--- src/rtl/miss_fence_pkg.sv ---
package miss_fence_pkg;
  typedef enum logic {
    FENCE_IDLE = 1'b0,
    FENCE_WAIT = 1'b1
  } fence_state_e;
endpackage

--- src/rtl/miss_counter.sv ---
module miss_counter #(
  parameter int unsigned CNT_W = 5
) (
  input  logic             clk_i,
  input  logic             rst_ni,
  input  logic             inc_i,
  input  logic             dec_i,
  output logic [CNT_W-1:0] cnt_o,
  output logic             zero_o,
  output logic             err_o
);
  localparam logic [CNT_W-1:0] CntMax = {CNT_W{1'b1}};

  logic [CNT_W-1:0] cnt_q, cnt_d;
  logic             err_q, err_d;

  always_comb begin
    cnt_d = cnt_q;
    err_d = err_q;
    unique case ({inc_i, dec_i})
      2'b10: begin
        if (cnt_q == CntMax) err_d = 1'b1;
        else                 cnt_d = cnt_q + 1'b1;
      end
      2'b01: begin
        if (cnt_q == '0) err_d = 1'b1;
        else             cnt_d = cnt_q - 1'b1;
      end
      default: ;
    endcase
  end

  always_ff @(posedge clk_i or negedge rst_ni) begin
    if (!rst_ni) begin
      cnt_q <= '0;
      err_q <= 1'b0;
    end else begin
      cnt_q <= cnt_d;
      err_q <= err_d;
    end
  end

  assign cnt_o  = cnt_q;
  assign zero_o = (cnt_q == '0);
  assign err_o  = err_q;
endmodule

--- src/rtl/sync_ctrl.sv ---
module sync_ctrl
  import miss_fence_pkg::*;
(
  input  logic clk_i,
  input  logic rst_ni,
  input  logic sync_req_i,
  input  logic cnt_zero_i,
  input  logic committed_i,
  output logic issue_en_o,
  output logic ready_o,
  output logic done_o
);
  fence_state_e state_q, state_d;
  logic         done_q, done_d;
  logic         accept, clear;

  assign accept = sync_req_i && (state_q == FENCE_IDLE);
  assign clear  = cnt_zero_i && committed_i;

  always_comb begin
    state_d = state_q;
    done_d  = 1'b0;
    unique case (state_q)
      FENCE_IDLE: begin
        if (accept) begin
          // already drained: finish without blocking issue
          if (clear) done_d  = 1'b1;
          else       state_d = FENCE_WAIT;
        end
      end
      FENCE_WAIT: begin
        if (clear) begin
          state_d = FENCE_IDLE;
          done_d  = 1'b1;
        end
      end
      default: state_d = FENCE_IDLE;
    endcase
  end

  always_ff @(posedge clk_i or negedge rst_ni) begin
    if (!rst_ni) begin
      state_q <= FENCE_IDLE;
      done_q  <= 1'b0;
    end else begin
      state_q <= state_d;
      done_q  <= done_d;
    end
  end

  assign issue_en_o = (state_q == FENCE_IDLE);
  assign ready_o    = (state_q == FENCE_IDLE);
  assign done_o     = done_q;
endmodule

--- src/rtl/miss_fence_unit.sv ---
module miss_fence_unit #(
  parameter int unsigned CNT_W = 5
) (
  input  logic             clk_i,
  input  logic             rst_ni,
  input  logic             miss_send_i,
  input  logic             miss_reply_i,
  input  logic             sync_req_i,
  input  logic             older_committed_i,
  output logic             issue_en_o,
  output logic             sync_ready_o,
  output logic             sync_done_o,
  output logic [CNT_W-1:0] outstanding_o,
  output logic             cnt_err_o
);
  logic cnt_zero;

  miss_counter #(.CNT_W(CNT_W)) u_cnt (
    .clk_i  (clk_i),
    .rst_ni (rst_ni),
    .inc_i  (miss_send_i),
    .dec_i  (miss_reply_i),
    .cnt_o  (outstanding_o),
    .zero_o (cnt_zero),
    .err_o  (cnt_err_o)
  );

  sync_ctrl u_sync (
    .clk_i       (clk_i),
    .rst_ni      (rst_ni),
    .sync_req_i  (sync_req_i),
    .cnt_zero_i  (cnt_zero),
    .committed_i (older_committed_i),
    .issue_en_o  (issue_en_o),
    .ready_o     (sync_ready_o),
    .done_o      (sync_done_o)
  );
endmodule

--- config.mk ---
export PLATFORM = sky130hd
export DESIGN_NAME = miss_fence_unit
export DESIGN_NICKNAME = d
export VERILOG_FILES = /design/src/rtl/miss_fence_pkg.sv /design/src/rtl/miss_counter.sv /design/src/rtl/sync_ctrl.sv /design/src/rtl/miss_fence_unit.sv
export SDC_FILE = /design/constraint.sdc
export NUM_CORES = 1
export LEC_CHECK = 0
export ABC_AREA = 1
export BUFFER_PORTS_ARGS = -buffer_cell sky130_fd_sc_hd__buf_4
export CAP_MARGIN = 20
export CORE_MARGIN = 2
export CORE_UTILIZATION = 30
export CTS_BUF_LIST = sky130_fd_sc_hd__clkbuf_8
export DETAILED_ROUTE_END_ITERATION = 8
export PLACE_DENSITY = 0.59
export SLEW_MARGIN = 10
export SYNTH_ARGS = -nofsm -noshare
export SYNTH_HDL_FRONTEND = slang
export SYNTH_SLANG_ARGS = --single-unit
--- constraint.sdc ---
create_clock -name clk_i -period 2.1 [get_ports clk_i]
set_input_delay 0.42 -clock clk_i [delete_from_list [all_inputs] [get_ports clk_i]]
set_output_delay 0.42 -clock clk_i [all_outputs]
set_load 0.05 [all_outputs]
After elaboration in Yosys (flattened, before gate mapping)
Index checks and enable logic that the tools add are counted.
- output and inout bits: 9
- word-level logic and storage cells: 32
- register bits after elaboration: 8
- reduce and logical (&&, ||, !) cells: 6
- bitwise gates (word level): 1
- equal/unequal tests: 7
- $add $sub $neg: 2
- muxes and demuxes: 12
- operators by type and width (kind ; count):
    $mux W5 ; 2
    $pmux W5 S2 ; 1
    $mux W1 ; 6
    $pmux W1 S2 ; 3
    $reduce_and A3 Y1 ; 2
    $add A5 B1 Y5 const B ; 1
    $eq A5 B5 Y1 const B ; 1
    $logic_not A5 Y1 ; 1
    $sub A5 B1 Y5 const B ; 1
    $ne A2 B1 Y1 const B ; 2
    $ne A2 B2 Y1 const B ; 2
    $eq A2 B1 Y1 const B ; 1
    $eq A2 B2 Y1 const B ; 1
    $logic_and A1 B1 Y1 ; 2
    $reduce_bool A2 Y1 ; 1
    $not A1 Y1 ; 1

Depth between registers and ports, before layout
- depth after elaboration: 5
- gate-level depth with buffers: 14

By module
A second synthesis with hierarchy kept.
- cell total of the unflattened synthesis: 81
- area total of the unflattened synthesis: 571.8 µm²
- modules (own cells, without submodules) (module ; area each (µm²) ; times used ; cells each):
    miss_counter ; 491.7 ; 1 ; 72
    sync_ctrl ; 80.1 ; 1 ; 9

Least setup slack after synthesis
Ideal clock, no wire load.
- path kind: input to register
- start point: input port miss_send_i
- end point: register u_cnt.cnt_q[4], in the netlist u_cnt.cnt_o[4]
- slack: 453 ps
- stages: 14
- required time: 1982 ps
- path buffers: 1
- arrival time: 1529 ps
- cells stage by stage: inv_1 > ha_1 > buf_6 > nand2_1 > inv_1 > nor2_2 > ha_1 > inv_1 > nand2_1 > nand3_1 > nand2_1 > nand2_1 > nand3_1 > nand2_1
- cells in the longest elaborated chain, start to end: 3
- elaborated cells between the ends (all ways): 7
- ends and longest elaborated chain (what ; RTL line ; source):
    start: declaration ; miss_fence_unit.sv:6 ; input logic miss_send_i,
    $eq A2 B1 Y1 / $eq A2 B2 Y1 (equally long branches) ; miss_counter.sv:20 ; unique case ({inc_i, dec_i})
    $ne A2 B2 Y1 (no line) / $reduce_bool A2 Y1 (equally long branches) ; n/a ;
    $reduce_and A3 Y1 (no line) ; n/a ;
    end signal: assignment ; miss_counter.sv:38 ; cnt_q <= cnt_d;
    end: declaration ; miss_counter.sv:14 ; logic [CNT_W-1:0] cnt_q, cnt_d;
Parallel ways exist; a longest one is shown, timed or not.
A chain may end at the register's enable or synchronous reset.

Worst setup path after layout
Same ends and word-level chain as after synthesis.

==> flow_metrics.tcl <==
set metrics [dict create \
    power.density_mw_per_mm2 1453 \
    power_mw 1.114 \
    cts-buffers-inserted 3 \
    placementRows 16 \
    clk_latency_ps 230 \
    fin_area_um2 767.0 \
    crit_family "simple AND/OR/NAND/NOR gates" \
    syn_to_final_growth_pct 28.78 \
    grtUsageMet3_pct 5.556 \
    ys.flop_type "dfrtp_1" \
    cts.repair.resized 0 \
    drv_slew 0 \
    syn_nets 94 \
    syn-cell-area_um2 595.6 \
    critical_path.endpoint_type "flip-flop" \
    drt_first_pass_iters 4 \
    path_buf_inv 3 \
    worst_pin_slew_ps 304.5 \
    busiest_layer "met2" \
    dieHeight_um 48.56 \
    core_mm2 0.001922 \
    finClkSkew_ps 1.113 \
    htree_levels 1 \
    synth-edff-count 0 \
    clockPowerShare_pct 16.2 \
    worstPathMaxFanout 8 \
    port_buffers 14 \
    hold_slack_ps 438.0 \
    slowest_stage "ha_1" \
    vias 544 \
    diodes 0 \
    crit_top_cell "nand2_1" \
    arrival_ps 1750 \
    wl_per_cell_um 9.198 \
    fin_ws_ps 462.2 \
    grt_overflow 0 \
    crit_required_ps 2220 \
    die_area_mm2 0.002358 \
    via_per_inst 4.317 \
    synth_top_area_cell "dfrtp_1" \
    setup_tns_ps 0 \
    fin_crit_ps 1638 \
    path_clk_slew_ps 40 \
    dp_slack_ps 215.7 \
    switching_share_pct 51.22 \
    post-route-period-util_pct 77.99 \
    ys_types 17 \
    antenna_found_initial 0 \
    intPower_mw 0.5436 \
    criticalPathCategory "in -> reg" \
    fin_nets 112 \
    hp-class "in -> reg" \
    hold_violations 0 \
    r2r-end "u_cnt.cnt_o[4]" \
    wl_um 1159 \
    cts_tree "built" \
    cp_cell_sequence "buf_4, inv_1, ha_1, nor2_1, nor2_2, ha_1, inv_1, nand2_1, nand3_1, nand2_1, nand2_1, nand3_1, nand2_1" \
    synthCells 83 \
    finalSetupViolations 0 \
    slew_headroom_pct 79.70 \
    io_pins 15 \
    fin_util_pct 39.91 \
    seq_area_frac_synth_pct 33.61 \
    dpl_cell_area_um2 715.7 \
    drtIter0Drc 4 \
    avgSynthCellArea_um2 7.176 \
    grt_pass1_vias 465 \
    use_met1_pct 14.67 \
    fillCellCount 212 \
    ir_worst_vdd_v 0.0008014 \
    synth_seq_cells 8 \
    r2r_slack_ps 710 \
    combPwrFrac_pct 56.7 \
    start_kind "input port" \
    grt_usage_pct 11.07 \
    status "completed" \
    grt_pass1_wl_um 2001 \
    leakage_nw 0.4310 \
    pwr-share-seq_pct 27.1 \
    synth.top_cell.area_share_pct 33.61 \
    max_stage_delay_ps 330 \
    hold_path_end "u_sync.done_o" \
    rsz0062_at_grt "no" \
    yosysWarningCount 0 \
    holdPathStages 3 \
    r2r_cells 11 \
    root_buffer "clkbuf_8" \
    postCtsSetupBuffers 0 \
    clk_path_buf_depth 2 \
    async_flop_share_pct 100.0 \
    grt_max_degree 9 \
    drtAntennaViolNets 0 \
    start_util_pct 30.99 \
    gp_congestion 0.8161 \
    drive_gt1_share_pct 22.22 \
    dp.cells 122 \
    drv_cap 0 \
    timing.rr.start "u_cnt.cnt_o[1]" \
    synthTopCellsByArea "dfrtp_1 (34%), nand2_1 (17%), ha_1 (11%)" \
    numClockSinks 8 \
    grt_use_met2_pct 15.97 \
    max_freq_mhz 610.6 \
    drc 0 \
    p_sw_mw 0.5709 \
    min-delay-start "sync_req_i" \
    place_hpwl_um 919.1 \
    die_w_um 48.56 \
    finalNonFillerCells 126 \
]
==> Yosys cell counts, types with 2 or more instances <==
| cell | n |
|---|---|
| nor2_2 | 2 |
| nor2_1 | 8 |
| nand2_1 | 27 |
| nand3_1 | 6 |
| ha_1 | 5 |
| xnor2_1 | 2 |
| inv_1 | 14 |
| nand4_1 | 2 |
| nand3_2 | 2 |
| dfrtp_1 | 8 |
==> final cells by class <==
cell class | count | area, µm² | area share, %
timing repair buffer | 15 | 115.1 | 15.01
clock buffer | 3 | 41.29 | 5.383
sequential | 8 | 200.2 | 26.10
inverter | 14 | 52.55 | 6.852
tap | 27 | 33.78 | 4.405
multi-input combinational | 59 | 324.1 | 42.25
==> flip-flops by register name, indices dropped and copies added (netlist names) <==
signal,count
u_sync.state_q,1
u_cnt.err_o,1
u_cnt.cnt_o,5
u_sync.done_o,1
==> tightest hold or removal path, cell delays in order <==
cell and delay (ps):
buf_4 80, nor2_1 40, nor2_1 90
==> per-layer routing <==
layer  routed length, µm  share of wire [%]  vias to the layer above
met5                   0                  0                        -
met1                 567                 49                      242
met2                 527                 45                       12
met4                   0                  0                        0
met3                  64                5.5                        0
li1                    -                  -                      290
==> placed cells by master (no fill, tap or decap) <==
master         netlist  layout
a31o_2               1       1
buf_4                1      14
clkbuf_8             0       3
dfrtp_1              8       8
dlygate4sd3_1        0       1
ha_1                 5       5
inv_1               14      14
nand2_1             27      27
nand3_1              6       6
nand3_2              2       2
nand3b_1             1       1
nand4_1              2       2
nor2_1               8       8
nor2_2               2       2
o21ai_0              1       1
o21bai_1             1       1
xnor2_1              2       2
xor2_1               1       1
==> power groups by stage <==
| stage | sequential (mW) | clock, mW | combinational [mW] |
|---|---|---|---|
| after floorplan | 0.457 | 0 | 0.311 |
| after global placement | 0.307 | 0 | 0.631 |
| after detailed placement | 0.307 | 0 | 0.634 |
| after CTS | 0.305 | 0.188 | 0.636 |
| after global routing | 0.316 | 0.203 | 0.693 |
| final | 0.302 | 0.181 | 0.632 |
==> worst max-delay path by stage <==
stage	slack (ps)	startpoint	end	cells past startpoint
floorplan	450	miss_send_i	u_cnt.cnt_o[4]	14
global placement	240	miss_send_i	u_cnt.cnt_o[4]	13
detailed placement	220	miss_send_i	u_cnt.cnt_o[4]	13
CTS	450	miss_send_i	u_cnt.cnt_o[4]	13
global route	310	miss_send_i	u_cnt.cnt_o[4]	13
finish	460	miss_send_i	u_cnt.cnt_o[4]	13
==> cells by family after synthesis <==
logic type	count (synthesis)	share of synthesized area, %
compound gates	3	3.571
xor+xnor	3	4.413
fa+ha+maj	5	10.50
buf+inv	16	11.98
flops	8	33.61
simple gates	48	35.93
==> timing repair <==
action / CTS / global route
hold buffers: 0 / 1
setup endpoints to repair: 0 / 0
endpoints found under the hold margin: 0 / 8
No activity file was read; power rests on OpenSTA's default activity.
